==> config.mk <==
export PLATFORM = sky130hd
export DESIGN_NAME = baud_tick_gen
export DESIGN_NICKNAME = d
export VERILOG_FILES = /design/src/rtl/baud_tick_pkg.sv /design/src/rtl/baud_div_regs.sv /design/src/rtl/baud_frac_div.sv /design/src/rtl/baud_bit_div.sv /design/src/rtl/baud_tick_gen.sv
export SDC_FILE = /design/constraint.sdc
export NUM_CORES = 1
export LEC_CHECK = 0
export BUFFER_PORTS_ARGS = -buffer_cell sky130_fd_sc_hd__buf_2
export CAP_MARGIN = 25
export CORE_ASPECT_RATIO = 2
export CORE_MARGIN = 3
export CORE_UTILIZATION = 63
export CTS_CLUSTER_DIAMETER = 50
export DETAILED_ROUTE_END_ITERATION = 12
export PLACE_DENSITY = 0.85
export SETUP_SLACK_MARGIN = 0.2
export SKIP_LAST_GASP = 1
export SYNTH_ARGS = -nofsm -noshare
export SYNTH_HDL_FRONTEND = slang
export SYNTH_SLANG_ARGS = --single-unit
==> constraint.sdc <==
create_clock -name clk -period 10.27 [get_ports clk]
set_clock_uncertainty 0.05 [all_clocks]
set_input_delay 1.5405 -clock clk [delete_from_list [all_inputs] [get_ports clk]]
set_output_delay 1.5405 -clock clk [all_outputs]
set_load 0.02 [all_outputs]
==> src/rtl/baud_tick_pkg.sv <==
package baud_tick_pkg;
  localparam int unsigned INT_W  = 16;
  localparam int unsigned FRAC_W = 6;
  localparam int unsigned LC_W   = 8;
  localparam int unsigned OS_LO  = 8;
  localparam int unsigned OS_HI  = 16;

  typedef enum logic {
    OS_RATIO_16 = 1'b0,
    OS_RATIO_8  = 1'b1
  } os_ratio_e;
endpackage

==> src/rtl/baud_div_regs.sv <==
module baud_div_regs #(
  parameter int unsigned INT_W  = 16,
  parameter int unsigned FRAC_W = 6,
  parameter int unsigned LC_W   = 8
) (
  input  logic              clk,
  input  logic              rst_n,
  input  logic              int_we,
  input  logic [INT_W-1:0]  int_wdata,
  input  logic              frac_we,
  input  logic [FRAC_W-1:0] frac_wdata,
  input  logic              lc_we,
  input  logic [LC_W-1:0]   lc_wdata,
  output logic [INT_W-1:0]  div_int,
  output logic [FRAC_W-1:0] div_frac,
  output logic [LC_W-1:0]   lc_q,
  output logic              commit
);
  logic [INT_W-1:0]  stage_int;
  logic [FRAC_W-1:0] stage_frac;

  always_ff @(posedge clk or negedge rst_n) begin
    if (!rst_n) begin
      stage_int  <= '0;
      stage_frac <= '0;
    end else begin
      if (int_we)  stage_int  <= int_wdata;
      if (frac_we) stage_frac <= frac_wdata;
    end
  end

  always_ff @(posedge clk or negedge rst_n) begin
    if (!rst_n) begin
      div_int  <= '0;
      div_frac <= '0;
      lc_q     <= '0;
    end else if (lc_we) begin
      div_int  <= stage_int;
      div_frac <= stage_frac;
      lc_q     <= lc_wdata;
    end
  end

  assign commit = lc_we;


  hold_div_chk: assert property (@(posedge clk) disable iff (!rst_n)
    !lc_we |=> ($stable(div_int) && $stable(div_frac)));


  commit_lc_chk: assert property (@(posedge clk) disable iff (!rst_n)
    lc_we |=> (lc_q == $past(lc_wdata)));
endmodule

==> src/rtl/baud_frac_div.sv <==
module baud_frac_div #(
  parameter int unsigned INT_W  = 16,
  parameter int unsigned FRAC_W = 6
) (
  input  logic              clk,
  input  logic              rst_n,
  input  logic              commit,
  input  logic [INT_W-1:0]  div_int,
  input  logic [FRAC_W-1:0] div_frac,
  output logic              os_fire,
  output logic              os_tick
);
  localparam int unsigned LEN_W = INT_W + 1;

  logic [INT_W-1:0]  cnt;
  logic [FRAC_W-1:0] acc;
  logic [FRAC_W:0]   acc_sum;
  logic              carry;
  logic [LEN_W-1:0]  len;
  logic              run;

  always_comb begin
    acc_sum = {1'b0, acc} + {1'b0, div_frac};
    carry   = acc_sum[FRAC_W];
    len     = {1'b0, div_int} + {{INT_W{1'b0}}, carry};
    run     = (div_int != '0);
    os_fire = run && ({1'b0, cnt} == (len - LEN_W'(1)));
  end

  always_ff @(posedge clk or negedge rst_n) begin
    if (!rst_n) begin
      cnt     <= '0;
      acc     <= '0;
      os_tick <= 1'b0;
    end else if (commit || !run) begin
      cnt     <= '0;
      acc     <= '0;
      os_tick <= 1'b0;
    end else if (os_fire) begin
      cnt     <= '0;
      acc     <= acc_sum[FRAC_W-1:0];
      os_tick <= 1'b1;
    end else begin
      cnt     <= cnt + INT_W'(1);
      os_tick <= 1'b0;
    end
  end


  idle_zero_chk: assert property (@(posedge clk) disable iff (!rst_n)
    (div_int == '0) |-> !os_tick);


  single_pulse_chk: assert property (@(posedge clk) disable iff (!rst_n)
    (os_tick && div_int >= INT_W'(2)) |=> !os_tick);


  restart_chk: assert property (@(posedge clk) disable iff (!rst_n)
    commit |=> !os_tick);
endmodule

==> src/rtl/baud_bit_div.sv <==
module baud_bit_div
  import baud_tick_pkg::*;
#(
  parameter int unsigned RATIO_LO = OS_LO,
  parameter int unsigned RATIO_HI = OS_HI
) (
  input  logic clk,
  input  logic rst_n,
  input  logic commit,
  input  logic os_fire,
  input  logic hs_en,
  input  logic smart_en,
  output logic bit_tick
);
  localparam int unsigned SUB_W = $clog2(RATIO_HI);

  os_ratio_e        ratio;
  logic [SUB_W-1:0] sub;
  logic [SUB_W-1:0] last;
  logic             wrap;

  always_comb begin
    ratio = (hs_en && !smart_en) ? OS_RATIO_8 : OS_RATIO_16;
    last  = (ratio == OS_RATIO_8) ? SUB_W'(RATIO_LO - 1) : SUB_W'(RATIO_HI - 1);
    wrap  = (sub >= last);
  end

  always_ff @(posedge clk or negedge rst_n) begin
    if (!rst_n) begin
      sub      <= '0;
      bit_tick <= 1'b0;
    end else if (commit) begin
      sub      <= '0;
      bit_tick <= 1'b0;
    end else if (os_fire) begin
      sub      <= wrap ? '0 : sub + SUB_W'(1);
      bit_tick <= wrap;
    end else begin
      bit_tick <= 1'b0;
    end
  end


  sub_range_chk: assert property (@(posedge clk) disable iff (!rst_n)
    sub <= SUB_W'(RATIO_HI - 1));
endmodule

==> src/rtl/baud_tick_gen.sv <==
module baud_tick_gen
  import baud_tick_pkg::*;
(
  input  logic              clk,
  input  logic              rst_n,
  input  logic              int_we,
  input  logic [INT_W-1:0]  int_wdata,
  input  logic              frac_we,
  input  logic [FRAC_W-1:0] frac_wdata,
  input  logic              lc_we,
  input  logic [LC_W-1:0]   lc_wdata,
  input  logic              hs_en,
  input  logic              smart_en,
  output logic              os_tick,
  output logic              bit_tick,
  output logic [LC_W-1:0]   lc_active
);
  logic [INT_W-1:0]  div_int;
  logic [FRAC_W-1:0] div_frac;
  logic              commit;
  logic              os_fire;

  baud_div_regs #(.INT_W(INT_W), .FRAC_W(FRAC_W), .LC_W(LC_W)) regs_i (
    .clk(clk), .rst_n(rst_n),
    .int_we(int_we), .int_wdata(int_wdata),
    .frac_we(frac_we), .frac_wdata(frac_wdata),
    .lc_we(lc_we), .lc_wdata(lc_wdata),
    .div_int(div_int), .div_frac(div_frac), .lc_q(lc_active), .commit(commit)
  );

  baud_frac_div #(.INT_W(INT_W), .FRAC_W(FRAC_W)) frac_i (
    .clk(clk), .rst_n(rst_n), .commit(commit),
    .div_int(div_int), .div_frac(div_frac),
    .os_fire(os_fire), .os_tick(os_tick)
  );

  baud_bit_div #(.RATIO_LO(OS_LO), .RATIO_HI(OS_HI)) bit_i (
    .clk(clk), .rst_n(rst_n), .commit(commit), .os_fire(os_fire),
    .hs_en(hs_en), .smart_en(smart_en), .bit_tick(bit_tick)
  );


  bit_in_os_chk: assert property (@(posedge clk) disable iff (!rst_n)
    bit_tick |-> os_tick);
endmodule

==> out/summary.txt <==
Final setup viols: 0
Setup Buffers After CTS: 0
Initial core utilization: 65.8%
R2R cell count: 16
GR Overflow Total: 0
Gpl congestion: 0.877
Min-delay worst type: register to register
First-pass GRT wire length: 15,000 um
Fin Hold WS: 0.444 ns
CORE AREA: 6360 um^2
Syn Inst Count: 363
Post-CTS resize count: 0
Clk sinks: 80
Syn Area/Cell: 11.5 um^2
Status: complete, no violations
# DRC: 0
Slew @ Worst Pin: 0.976 ns
P_sw: 0.000215 W
Avg WL per Cell: 18.1 um
Max Fclk: 207 MHz
Die area: 7720 um^2
Critical Path AT: 5.04 ns
IR drop worst, VDD: 0.000147 V
Hold Crit Depth: 2
Fillers: 480
Detailed placer's ending HPWL: 6070 um
Switching fraction of total power: 26.1%
Combinational share of power: 14.0%
Final period utilization: 47.1%
Diode count: 0
Layout cells sized above 1: 28.8%
Htree depth: 3
Post-route ant nets: 0
Most frequent cells in the layout: dfrtp_1, mux2_2, buf_2
Largest fanout on the critical path: 24
Pleak: 2.09 nW
Nets: 450
Post-layout min period: 4.84 ns
Clk_lat worst skew: 0.34 ns
Worst rel slew slack: 34.9%
IO Port Bufs: 46
Crit path kind: register to register
Int Pwr: 0.000611 W
Vias per Instance: 6.00
Unrepaired setup endpoints after global routing: no
Flops & latches, synth: 80
Number of library cell types mapped by synthesis: 57
Initial antenna violation count: 0
CP endpoint kind: register
Most common cell after layout, fill and taps aside: dfrtp_1
Pin count of the biggest net entering global routing: 81
Setup TNS Final: 0 ns
Post-synth EDFFs: 0
Ys flop type: dfrtp_1
Routed wire length: 8890 um
Clock root buffer: clkbuf_16
Via count: 2,951
Total CTS buffers: 9
YS warnings: 0
Die width: 63.7 um
Post-synthesis sequential area ratio: 47.8%
Hold Vio Cnt, Final: 0
Crit path launch type: register
I/O pins: 47
Mapped Nets: 412
Vias in the first global route: 3,275
Asr flop ratio synth: 100%
Total GRT Usage: 25.5%
Clk network pwr share: 41.4%
DR iter-0 viols: 161
CTS tree: done
Die Y: 121 um
Area growth syn-to-layout: 13.9%
Cts hold-fix bufs: 0
Netlist Area Pre-Place: 4190 um^2
CP required: 10.47 ns
Power per cell area: 173 nW/um^2
Sequential Power Share: 44.6%
Multi-input logic area: 2050 um^2
1st-pass router iterations: 4
Clock Tree Buf Depth: 2
Register area: 2000 um^2
Maxcap violations: 0
Fin. max-slew vios: 0
FP Rows: 41
Clk slew on worst S/H paths: 0.06 ns
final timing paths:
| path | from | endpoint | slack (ns) |
|---|---|---|---|
| worst min register to register | regs_i.stage_frac[1]$_DFFE_PN0P_ | regs_i.div_frac[1]$_DFFE_PN0P_ | 0.44 |
| worst min-delay path | regs_i.stage_frac[1]$_DFFE_PN0P_ | regs_i.div_frac[1]$_DFFE_PN0P_ | 0.44 |
| max in group asynchronous | rst_n | frac_i.cnt[12]$_DFF_PN0_ | 8.68 |
| worst max-delay path | regs_i.div_frac[0]$_DFFE_PN0P_ | bit_i.sub[1]$_DFFE_PN0P_ | 5.43 |
| worst max register to register | regs_i.div_frac[0]$_DFFE_PN0P_ | bit_i.sub[1]$_DFFE_PN0P_ | 5.43 |
| min in group asynchronous | rst_n | regs_i.stage_int[12]$_DFFE_PN0P_ | 0.94 |
through the flow:
stage	util (%)	area [um^2]	setup slack (ns)	std cells	total power [W]
after global routing	75.0	4770	5.07	492	0.000863
after floorplan	-	4190	6.38	363	0.000450
final	75.0	4770	5.43	492	0.000827
after detailed placement	69.5	4420	5.50	475	0.000485
after global placement	69.5	4420	5.62	475	0.000479
after CTS	74.6	4740	5.46	491	0.000831
state kept, by name (all words and copies together), names as in the netlist:
signal / flops
regs_i.stage_frac: 6
regs_i.stage_int: 16
frac_i.cnt: 16
bit_i.sub: 4
regs_i.div_frac: 6
frac_i.acc: 6
bit_i.bit_tick: 1
frac_i.os_tick: 1
regs_i.div_int: 16
regs_i.lc_q: 8
power by group through the flow:
| stage | Combinational, W | Sequential [W] | Clock [W] |
|---|---|---|---|
| 2_1_floorplan | 0.0000848 | 0.000365 | 0 |
| 3_3_place_gp | 0.000107 | 0.000371 | 0 |
| 3_5_place_dp | 0.000112 | 0.000373 | 0 |
| 4_1_cts | 0.000115 | 0.000369 | 0.000348 |
| 5_1_grt | 0.000128 | 0.000372 | 0.000363 |
| 6_report | 0.000115 | 0.000369 | 0.000342 |
worst max-delay path: stages (launching register included):
cell	delay, ns
dfrtp_1	0.38
ha_1	0.21
inv_1	0.07
fa_1	0.21
inv_1	0.05
a21oi_1	0.14
o21bai_1	0.12
a21o_1	0.19
a21oi_1	0.14
ha_1	0.21
ha_1	0.25
nor3b_4	0.38
a21oi_1	0.12
or4_4	0.58
a2111oi_4	0.45
and4_1	0.92
mux2i_1	0.29
cell type report:
class                      count  area share [%]
clock buffer                  10            4.80
clock inverter                 6            1.94
inverter                       9           0.708
multi-input combinational    254            42.9
sequential                    80            42.0
tap                           86            2.26
timing repair buffer          47            5.46
synthesized netlist by cell type (5+ instances only):
library cell / number / area share (%)
dfrtp_1: 80 / 48
mux2_2: 49 / 13
nor3_1: 18 / 2.2
xnor2_1: 20 / 4.2
nand2b_1: 9 / 1.3
nand2_1: 22 / 2.0
ha_1: 11 / 3.3
clkbuf_1: 13 / 1.2
nor2_1: 15 / 1.3
mux2i_1: 9 / 2.2
nand3_1: 7 / 0.84
a21oi_1: 8 / 0.96
nand4_1: 5 / 0.75
inv_1: 9 / 0.81
o21ai_0: 6 / 0.72
xor2_1: 19 / 4.0
metal layers:
layer	track usage [%]	routed length, um
met1	24.8	3070
met4	16.4	419
met2	47.7	5140
met5	0	0
met3	4.82	261
kinds of logic (layout without fill, tap and decap cells):
family | after synthesis | count (layout) | synth area share, %
AND/OR/NAND/NOR | 105 | 105 | 14.1
multiplexers | 58 | 58 | 15.3
buffers and inverters | 29 | 72 | 3.35
AO/OA/AOI/OAI | 39 | 39 | 6.99
adder cells (fa/ha/maj) | 12 | 12 | 3.76
XOR/XNOR | 40 | 40 | 8.69
flip-flops | 80 | 80 | 47.8
No activity file was read; power rests on OpenSTA's default activity.
